`config.mk`:
```
export PLATFORM = sky130hd
export DESIGN_NAME = vtg_sync_lock
export DESIGN_NICKNAME = d
export VERILOG_FILES = /design/src/rtl/vtg_pkg.sv /design/src/rtl/vtg_ref_detect.sv /design/src/rtl/vtg_start_delay.sv /design/src/rtl/vtg_raster.sv /design/src/rtl/vtg_sync_out.sv /design/src/rtl/vtg_sync_lock.sv
export SDC_FILE = /design/constraint.sdc
export NUM_CORES = 1
export LEC_CHECK = 0
export ABC_AREA = 1
export BUFFER_PORTS_ARGS = -buffer_cell sky130_fd_sc_hd__buf_4
export CAP_MARGIN = 0
export CORE_AREA = 5 5 160 147
export CTS_CLUSTER_DIAMETER = 80
export DETAILED_ROUTE_END_ITERATION = 8
export DIE_AREA = 0 0 165 152
export PLACE_DENSITY = 0.55
export SYNTH_ARGS = -nofsm -noshare
export SYNTH_HDL_FRONTEND = slang
export SYNTH_SLANG_ARGS = --single-unit
```
`constraint.sdc`:
```
create_clock -name clk -period 5.1 [get_ports clk]
set_input_delay 1.02 -clock clk [delete_from_list [all_inputs] [get_ports clk]]
set_output_delay 1.02 -clock clk [all_outputs]
set_load 0.01 [all_outputs]
```
`src/rtl/vtg_pkg.sv`:
```
package vtg_pkg;

    typedef enum logic [1:0] {
        SD_IDLE  = 2'd0,
        SD_LINES = 2'd1,
        SD_PIX   = 2'd2
    } sd_state_t;

endpackage

```
`src/rtl/vtg_ref_detect.sv`:
```
module vtg_ref_detect #(
    parameter int LINE_W = 11
) (
    input  logic              clk,
    input  logic              rst_n,
    input  logic              cfg_embedded,
    input  logic              pol_hs_in,
    input  logic              pol_vs_in,
    input  logic              pol_fid_in,
    input  logic              hs_in,
    input  logic              vs_in,
    input  logic              fid_in,
    input  logic              eav_strobe,
    input  logic [LINE_W-1:0] line_total,
    output logic              href,
    output logic              vref,
    output logic              fid_act
);

    typedef struct packed {
        logic              hs_s;
        logic              hs_p;
        logic              vs_s;
        logic              vs_p;
        logic              fid_s;
        logic              eav_s;
        logic [LINE_W-1:0] eline;
    } rd_state_t;

    rd_state_t rd_d, rd_q;

    logic hs_norm, vs_norm, fid_norm;
    logic pin_h, pin_v, emb_h, emb_v;
    logic [LINE_W-1:0] eline_last;

    always_comb begin
        // fold polarity so that 1 always means active
        hs_norm    = pol_hs_in  ? hs_in  : ~hs_in;
        vs_norm    = pol_vs_in  ? vs_in  : ~vs_in;
        fid_norm   = pol_fid_in ? fid_in : ~fid_in;
        eline_last = line_total - LINE_W'(1);

        pin_h = rd_q.hs_s & ~rd_q.hs_p;
        pin_v = rd_q.vs_s & ~rd_q.vs_p;
        emb_h = rd_q.eav_s;
        emb_v = rd_q.eav_s & (rd_q.eline == '0);

        rd_d       = rd_q;
        rd_d.hs_s  = hs_norm;
        rd_d.hs_p  = rd_q.hs_s;
        rd_d.vs_s  = vs_norm;
        rd_d.vs_p  = rd_q.vs_s;
        rd_d.fid_s = fid_norm;
        rd_d.eav_s = eav_strobe;
        if (emb_h) begin
            rd_d.eline = (rd_q.eline >= eline_last) ? '0 : rd_q.eline + LINE_W'(1);
        end

        href    = cfg_embedded ? emb_h : pin_h;
        vref    = cfg_embedded ? emb_v : pin_v;
        fid_act = cfg_embedded ? 1'b0  : rd_q.fid_s;
    end

    always_ff @(posedge clk or negedge rst_n) begin
        if (!rst_n) begin
            rd_q <= '0;
        end else begin
            rd_q <= rd_d;
        end
    end

endmodule

```
`src/rtl/vtg_start_delay.sv`:
```
module vtg_start_delay
    import vtg_pkg::*;
#(
    parameter int PIX_W  = 13,
    parameter int LINE_W = 11
) (
    input  logic              clk,
    input  logic              rst_n,
    input  logic              href,
    input  logic              vref,
    input  logic              fid_act,
    input  logic [PIX_W-1:0]  h_delay,
    input  logic [LINE_W-1:0] v_delay,
    output logic              start,
    output logic              start_field,
    output logic              busy
);

    typedef struct packed {
        sd_state_t         st;
        logic [PIX_W-1:0]  pcnt;
        logic [LINE_W-1:0] lcnt;
        logic              fid;
    } sd_regs_t;

    sd_regs_t sd_d, sd_q;

    always_comb begin
        sd_d  = sd_q;
        start = 1'b0;
        unique case (sd_q.st)
            SD_IDLE: begin
                if (vref) begin
                    sd_d.fid = fid_act;
                    if (v_delay == '0) begin
                        sd_d.st   = SD_PIX;
                        sd_d.pcnt = h_delay;
                    end else begin
                        sd_d.st   = SD_LINES;
                        sd_d.lcnt = v_delay;
                    end
                end
            end
            SD_LINES: begin
                // frame references are dropped here; only line references count
                if (href) begin
                    if (sd_q.lcnt <= LINE_W'(1)) begin
                        sd_d.st   = SD_PIX;
                        sd_d.pcnt = h_delay;
                    end else begin
                        sd_d.lcnt = sd_q.lcnt - LINE_W'(1);
                    end
                end
            end
            SD_PIX: begin
                // counts pixel clocks, so it runs across line ends freely
                if (sd_q.pcnt == '0) begin
                    start   = 1'b1;
                    sd_d.st = SD_IDLE;
                end else begin
                    sd_d.pcnt = sd_q.pcnt - PIX_W'(1);
                end
            end
            default: sd_d.st = SD_IDLE;
        endcase
        start_field = sd_q.fid;
        busy        = (sd_q.st != SD_IDLE);
    end

    always_ff @(posedge clk or negedge rst_n) begin
        if (!rst_n) begin
            sd_q <= '{st: SD_IDLE, pcnt: '0, lcnt: '0, fid: 1'b0};
        end else begin
            sd_q <= sd_d;
        end
    end

endmodule

```
`src/rtl/vtg_raster.sv`:
```
module vtg_raster #(
    parameter int PIX_W  = 13,
    parameter int LINE_W = 11
) (
    input  logic              clk,
    input  logic              rst_n,
    input  logic              start,
    input  logic              start_field,
    input  logic [PIX_W-1:0]  pix_total,
    input  logic [LINE_W-1:0] line_total,
    output logic [PIX_W-1:0]  pix,
    output logic [LINE_W-1:0] line,
    output logic              field,
    output logic              run
);

    typedef struct packed {
        logic [PIX_W-1:0]  pix;
        logic [LINE_W-1:0] line;
        logic              field;
        logic              run;
    } rs_regs_t;

    rs_regs_t rs_d, rs_q;

    logic [PIX_W-1:0]  pix_last;
    logic [LINE_W-1:0] line_last;

    always_comb begin
        pix_last  = pix_total  - PIX_W'(1);
        line_last = line_total - LINE_W'(1);
        rs_d      = rs_q;
        if (start) begin
            rs_d.pix   = '0;
            rs_d.line  = '0;
            rs_d.field = start_field;
            rs_d.run   = 1'b1;
        end else if (rs_q.run) begin
            if (rs_q.pix >= pix_last) begin
                rs_d.pix = '0;
                if (rs_q.line >= line_last) begin
                    rs_d.line  = '0;
                    rs_d.field = ~rs_q.field;
                end else begin
                    rs_d.line = rs_q.line + LINE_W'(1);
                end
            end else begin
                rs_d.pix = rs_q.pix + PIX_W'(1);
            end
        end
        pix   = rs_q.pix;
        line  = rs_q.line;
        field = rs_q.field;
        run   = rs_q.run;
    end

    always_ff @(posedge clk or negedge rst_n) begin
        if (!rst_n) begin
            rs_q <= '0;
        end else begin
            rs_q <= rs_d;
        end
    end

endmodule

```
`src/rtl/vtg_sync_out.sv`:
```
module vtg_sync_out #(
    parameter int PIX_W  = 13,
    parameter int LINE_W = 11
) (
    input  logic [PIX_W-1:0]  pix,
    input  logic [LINE_W-1:0] line,
    input  logic              field,
    input  logic              run,
    input  logic [PIX_W-1:0]  hs_width,
    input  logic [LINE_W-1:0] vs1_start,
    input  logic [LINE_W-1:0] vs1_width,
    input  logic [LINE_W-1:0] vs2_start,
    input  logic [LINE_W-1:0] vs2_width,
    input  logic              pol_hs_out,
    input  logic              pol_vs_out,
    output logic              hs_out,
    output logic              vs_out,
    output logic              field_out
);

    localparam int EW = LINE_W + 1;

    logic [EW-1:0] off1, off2;
    logic          win1, win2, hs_act, vs_act;

    always_comb begin
        off1   = {1'b0, line} - {1'b0, vs1_start};
        off2   = {1'b0, line} - {1'b0, vs2_start};
        win1   = (line >= vs1_start) && (off1 < {1'b0, vs1_width});
        win2   = (line >= vs2_start) && (off2 < {1'b0, vs2_width});
        hs_act = run && (pix < hs_width);
        vs_act = run && (field ? win2 : win1);
        // the two output polarity bits use opposite encodings
        hs_out    = pol_hs_out ? hs_act : ~hs_act;
        vs_out    = pol_vs_out ? ~vs_act : vs_act;
        field_out = run & field;
    end

endmodule

```
`src/rtl/vtg_sync_lock.sv`:
```
module vtg_sync_lock #(
    parameter int PIX_W  = 13,
    parameter int LINE_W = 11
) (
    input  logic              clk,
    input  logic              rst_n,
    input  logic              cfg_embedded,
    input  logic              pol_hs_in,
    input  logic              pol_vs_in,
    input  logic              pol_fid_in,
    input  logic              pol_hs_out,
    input  logic              pol_vs_out,
    input  logic              hs_in,
    input  logic              vs_in,
    input  logic              fid_in,
    input  logic              eav_strobe,
    input  logic [PIX_W-1:0]  h_delay,
    input  logic [LINE_W-1:0] v_delay,
    input  logic [PIX_W-1:0]  pix_total,
    input  logic [LINE_W-1:0] line_total,
    input  logic [PIX_W-1:0]  hs_width,
    input  logic [LINE_W-1:0] vs1_start,
    input  logic [LINE_W-1:0] vs1_width,
    input  logic [LINE_W-1:0] vs2_start,
    input  logic [LINE_W-1:0] vs2_width,
    output logic              hs_out,
    output logic              vs_out,
    output logic              field_out
);

    logic              href, vref, fid_act;
    logic              start, start_field, busy;
    logic [PIX_W-1:0]  pix;
    logic [LINE_W-1:0] line;
    logic              field, run;

    vtg_ref_detect #(.LINE_W(LINE_W)) i_ref (
        .clk          (clk),
        .rst_n        (rst_n),
        .cfg_embedded (cfg_embedded),
        .pol_hs_in    (pol_hs_in),
        .pol_vs_in    (pol_vs_in),
        .pol_fid_in   (pol_fid_in),
        .hs_in        (hs_in),
        .vs_in        (vs_in),
        .fid_in       (fid_in),
        .eav_strobe   (eav_strobe),
        .line_total   (line_total),
        .href         (href),
        .vref         (vref),
        .fid_act      (fid_act)
    );

    vtg_start_delay #(.PIX_W(PIX_W), .LINE_W(LINE_W)) i_delay (
        .clk         (clk),
        .rst_n       (rst_n),
        .href        (href),
        .vref        (vref),
        .fid_act     (fid_act),
        .h_delay     (h_delay),
        .v_delay     (v_delay),
        .start       (start),
        .start_field (start_field),
        .busy        (busy)
    );

    vtg_raster #(.PIX_W(PIX_W), .LINE_W(LINE_W)) i_raster (
        .clk         (clk),
        .rst_n       (rst_n),
        .start       (start),
        .start_field (start_field),
        .pix_total   (pix_total),
        .line_total  (line_total),
        .pix         (pix),
        .line        (line),
        .field       (field),
        .run         (run)
    );

    vtg_sync_out #(.PIX_W(PIX_W), .LINE_W(LINE_W)) i_out (
        .pix        (pix),
        .line       (line),
        .field      (field),
        .run        (run),
        .hs_width   (hs_width),
        .vs1_start  (vs1_start),
        .vs1_width  (vs1_width),
        .vs2_start  (vs2_start),
        .vs2_width  (vs2_width),
        .pol_hs_out (pol_hs_out),
        .pol_vs_out (pol_vs_out),
        .hs_out     (hs_out),
        .vs_out     (vs_out),
        .field_out  (field_out)
    );

endmodule

```
After elaboration in Yosys (flattened, before gate mapping)
Index checks and enable logic that the tools add are counted.
{"block": "totals", "inputBits": 117, "ff_bits": 70, "elab_cells": 104, "out_inout_bits": 3}
{"block": "classes", "n_reduce_logical": 19, "order_cmp": 9, "n_bitwise": 12, "n_eq_ne": 10, "addsub": 9, "n_mux": 30}
{"operator": "25-bit two-way mux", "n": 2}
{"operator": "11-bit >= comparator", "n": 4}
{"operator": "11-bit two-way mux", "n": 4}
{"operator": "13-bit two-way mux", "n": 3}
{"operator": "13-bit one-hot mux with 3 select lines", "n": 1}
{"operator": "27-bit two-way mux", "n": 1}
{"operator": "26-bit two-way mux", "n": 1}
{"operator": "13-bit by 1-bit subtractor with 13-bit output (second input constant)", "n": 2}
{"operator": "12-bit by 11-bit < comparator with 1-bit output", "n": 2}
{"operator": "11-bit by 11-bit subtractor with 12-bit output", "n": 2}
{"operator": "11-bit by 1-bit adder with 11-bit output (second input constant)", "n": 2}
{"operator": "11-bit logical NOT", "n": 2}
{"operator": "11-bit one-hot mux with 2 select lines", "n": 1}
{"operator": "11-bit by 1-bit subtractor with 11-bit output (second input constant)", "n": 2}
{"operator": "15-bit two-way mux", "n": 1}
{"operator": "13-bit by 1-bit adder with 13-bit output (second input constant)", "n": 1}
{"operator": "13-bit >= comparator", "n": 1}
{"operator": "13-bit logical NOT", "n": 1}
{"operator": "13-bit < comparator", "n": 1}
{"operator": "1-bit two-way mux", "n": 12}
{"operator": "12-bit two-way mux", "n": 1}
{"operator": "11-bit by 1-bit less-or-equal comparator with 1-bit output (second input constant)", "n": 1}
{"operator": "2-bit by 1-bit != test with 1-bit output (second input constant)", "n": 4}
{"operator": "2-bit != test (second input constant)", "n": 4}
{"operator": "15 further kinds", "n": 33}

Depth between registers and ports, before layout
{"block": "depth", "ltp_word": 7, "depth_mapped": 21, "ltp_nobuf": 21}

Cells and area by module
A second synthesis with hierarchy kept.
{"block": "unflattened", "cells_unflattened": 1206, "hier_area_um2": 8049.0}
{"mod": "vtg_raster", "area_per_inst_um2": 2487.4, "cells_each": 351, "seq_area_each_um2": 650.6, "instances": 1}
{"mod": "vtg_start_delay", "area_per_inst_um2": 2224.6, "cells_each": 353, "seq_area_each_um2": 675.6, "instances": 1}
{"mod": "vtg_sync_out", "area_per_inst_um2": 1995.7, "cells_each": 328, "seq_area_each_um2": 0.0, "instances": 1}
{"mod": "vtg_ref_detect", "area_per_inst_um2": 1341.3, "cells_each": 174, "seq_area_each_um2": 425.4, "instances": 1}

Least setup slack after synthesis
OpenSTA, ideal clock, no wires.
{"block": "synth_timing", "path_kind": "input-to-output", "start": "in vs1_start[0]", "end": "out vs_out", "t_arrival_ns": 3.292, "path_stages": 20, "setup_slack_ns": 0.788, "path_cell_list": "ha_1 -> inv_1 -> fa_1 -> nand3_1 -> nand2_1 -> a21oi_1 -> o21ai_0 -> a21oi_1 -> xor2_1 -> ha_1 -> nand2_1 -> nand2_1 -> a31oi_1 -> nand2_1 -> nor2_1 -> nand2_1 -> nand2_1 -> nand2_1 -> nand2_1 -> nand2_1"}
{"block": "synth_between", "elab_chain_cells": 7, "elab_cells_between_ends": 8}
{"item": "from (decl)", "line": "vtg_sync_lock.sv:22", "rtl": "input logic [LINE_W-1:0] vs1_start,"}
{"item": "11-bit by 11-bit subtractor with 12-bit output", "line": "vtg_sync_out.sv:27", "rtl": "off1 = {1'b0, line} - {1'b0, vs1_start};"}
{"item": "12-bit by 11-bit < comparator with 1-bit output", "line": "vtg_sync_out.sv:29", "rtl": "win1 = (line >= vs1_start) && (off1 < {1'b0, vs1_width});"}
{"item": "1-bit logical AND *", "line": "vtg_sync_out.sv:29"}
{"item": "1-bit two-way mux *", "line": "vtg_sync_out.sv:32", "rtl": "vs_act = run && (field ? win2 : win1);"}
{"item": "1-bit logical AND *", "line": "vtg_sync_out.sv:32"}
{"item": "1-bit NOT", "line": "vtg_sync_out.sv:35", "rtl": "vs_out = pol_vs_out ? ~vs_act : vs_act;"}
{"item": "1-bit two-way mux *", "line": "vtg_sync_out.sv:35"}
{"item": "to (decl)", "line": "vtg_sync_lock.sv:27", "rtl": "output logic vs_out,"}
Every way passes the cells marked *; elsewhere a longest branch is shown, timed or not.

Worst setup path in the final report
Same ends and word-level chain as after synthesis.

==> results.md <==
* Crit start category: primary input
* Most area-consuming cells after synthesis: dfrtp_1 (24%), ha_1 (17%), nand2_1 (14%)
* Sequential element share of the synthesized area at a little under a quarter
* Synth Instances at between 1000 and 1500
* Via Count at 7113
* Synth Area per Inst at 6.81 µm²
* Initial Util at 34.0%
* Die width at about 170 µm
* WL final at between 15000 and 20000 µm
* Num CTS Buffers at 9
* Setup TNS at 0 ps
* Num rows at 52
* WS Path Type: primary input to output pin
* Top cell by count, worst path: nand2_1
* Largest net degree at the start of global routing at between 70 and 80
* Final hold slack at 383 ps
* Drt via density at 4.73
* Area of the core at 21900 µm²
* Bufs and invs on worst path at 3
* Relative slew slack at roughly 36%
* H-tree depth at 3
* Clk pin slew, worst setup/hold paths at around 60 ps
* Residual DRC at 0
* Share of cells above drive strength 1 at approximately 13%
* RSZ-0062 raised after global routing: false
* CTS tree: yes
* Global-route wire length before repair at about 32000 µm
* Number of setup buffers added after CTS at 0
* IO Port Bufs at 119
* Worst setup margin at around 420 ps
* Final Skew at a little over 10 ps
* Synth top area share at 23.6%
* Count of different cell masters after synthesis at 46
* Clk root buf: clkbuf_16
* TritonRoute pass-1 iters at 5
* Pins Over Slew Limit at 0
* Reg2reg end: i_delay.sd_q[4]
* Number of global-route vias before repair at roughly 6800
* Post-synth top flop: dfrtp_1
* Post_cts resized at 0
* PwrDens at ~330 nW/µm²
* Diodes inserted at 0
* Hold-fix buffers at CTS at 0
* Die Y at 152 µm
* Crit path DAT at between 3000 and 4000 ps
* Placer Congestion at around 0.84
* Starting DRT DRC Count at 270
* CP top delay family: adder cells
* Tot Pwr at between 2 and 3 mW
* # setup viols final at 0
* Min cycle time layout at between 4000 and 5000 ps
* Die area at around 25000 µm²
* Post-synth top cells: nand2_1 (270), inv_1 (154), ha_1 (102), nor2_1 (102), a21oi_1 (77)
* Worst Setup End Kind: output pin
* Leakage at approximately 4.7 nW
* Number of clock sinks at 70
* Flops & latches, synth at 70
* FF-to-FF path depth at 9
* Synthesized cell area at between 7000 and 8000 µm²
* Hold Path Sink: i_ref.rd_q[13]
* CP Cell Sequence: buf_4 -> ha_1 -> inv_1 -> fa_1 -> nand3_1 -> nand2_1 -> a21oi_1 -> o21ai_0 -> a21oi_1 -> xor2_1 -> ha_1 -> nand2_1 -> nand2_1 -> a31oi_1 -> nand2_1 -> nor2_1 -> nand2_1 -> nand2_1 -> nand2_1 -> nand2_1 -> nand2_1 -> buf_4
* Slowest cell on crit path: fa_1
* Status: finished, final reports clean
* Fmax achieved at between 200 and 250 MHz
* Hold Crit Class: register to register
* Placed Area at between 8000 and 9000 µm²
* Flop2flop setup slack at 1970 ps
* Maximum VDD drop at 0.230 mV
* Worst Path Required at between 4000 and 5000 ps
* Design area at 8910 µm²
* I/O pin cnt at 120
* Clock Latency Late Sink at approximately 330 ps
* Syn nets at 1312
* Post-synth ARST share at 100%
* Fin. Hold Viols at 0
* Final net count at about 1400
* Dpl hpwl at around 15000 µm
* Hold Crit Depth at 0
* Top cell type by total area after synthesis: dfrtp_1
* Worst Max-Slew Pin Slew at around 960 ps
* GR Util All Layers at 15.1%
* Crit-path max cell delay at roughly 400 ps
* Synth Warn # at 0
* Post-synth EDFFs at 0
* Period utilization at between 90 and 100%
* R2r startpoint: i_delay.sd_q[26]
* Maxcap violations at 0
* Routed WL per cell at around 12 µm
* Most frequent cell after synthesis: nand2_1
* Antenna-violating nets left at 0
* Initial antenna violation count at 0
* Hold path start: i_ref.rd_d[13]
* Overflow after GRT at 0
* Synth-to-layout area growth at 19.9%
* Worst Path Max Fanout at 3
* Dpl ws at just over 400 ps
* CTS max path bufs at 2
[sequential cells by signal (all words and copies together), names as in the netlist, 2 cells and up]
register	cells
i_delay.sd_q	26
i_ref.rd_q	14
i_raster.pix	13
i_raster.line	11
i_ref.rd_d	2
[report_power, final]
group | switching (mW) | total (mW) | internal, mW | leakage (nW)
clock network | 0.242 | 0.668 | 0.425 | 0.155
logic | 0.838 | 1.37 | 0.536 | 3.65
registers | 0.171 | 0.874 | 0.703 | 0.894
[area by class of cell]
class | instances | area [µm²]
Fill cell | 2377 | 13000
Multi-Input combinational cell | 842 | 4970
Sequential cell | 70 | 1750
Timing Repair Buffer | 119 | 893
Inverter | 161 | 607
Tap cell | 297 | 372
Clock buffer | 9 | 225
Clock inverter | 6 | 87.6
[cell usage in the layout, fill, tap and decap left out, types with 4 or more instances in the layout]
master	instances
nand2_1	270
inv_1	154
buf_4	119
nor2_1	102
ha_1	102
a21oi_1	77
dfrtp_1	70
nand3_1	61
o21ai_0	49
xor2_1	41
nor3_1	27
xnor2_1	23
nand4_1	18
o21ai_1	15
clkbuf_16	9
and3_1	5
inv_2	5
a31oi_1	4
o21bai_1	4
[per-stage QoR]
| stage | std cells | util (%) |
|---|---|---|
| after floorplan | 1091 | - |
| after global placement | 1489 | 39.3 |
| after detailed placement | 1489 | 39.3 |
| after CTS | 1504 | 40.7 |
| after global routing | 1504 | 40.7 |
| final | 1504 | 40.7 |
[worst max path at each step]
stage | start | slack, ps | to | cells after the start
2_1_floorplan | vs1_start[0] | 790 | vs_out | 20
3_3_place_gp | vs1_start[0] | 430 | vs_out | 22
3_5_place_dp | vs1_start[0] | 410 | vs_out | 22
4_1_cts | vs1_start[0] | 400 | vs_out | 22
5_1_grt | vs1_start[0] | 200 | vs_out | 22
6_report | vs1_start[0] | 420 | vs_out | 22
[layer usage]
metal	global-route usage, %	vias up	wire (µm)
met5	0	-	0
met4	2.77	0	187
met3	2.79	14	780
met2	24.0	120	8270
met1	21.4	3187	9530
li1	-	3792	-
[logic make-up (layout without fill, tap and decap cells)]
kind of cell	count (synthesis)	in the layout	share of synthesized area, %
fa+ha+maj	104	104	17.7
flops	70	70	23.6
xor+xnor	64	64	7.54
simple gates	510	510	29.9
compound gates	164	164	11.8
buf+inv	179	295	9.55
[worst reg2reg max path: stages (launching register included)]
cell and delay [ps]:
dfrtp_1 390, inv_1 100, ha_1 670, inv_1 530, a21oi_1 260, o211ai_1 120
nor2_2 460, inv_1 300, nand2_1 110, o21ai_1 60
Power figures use the tool's default switching activity.
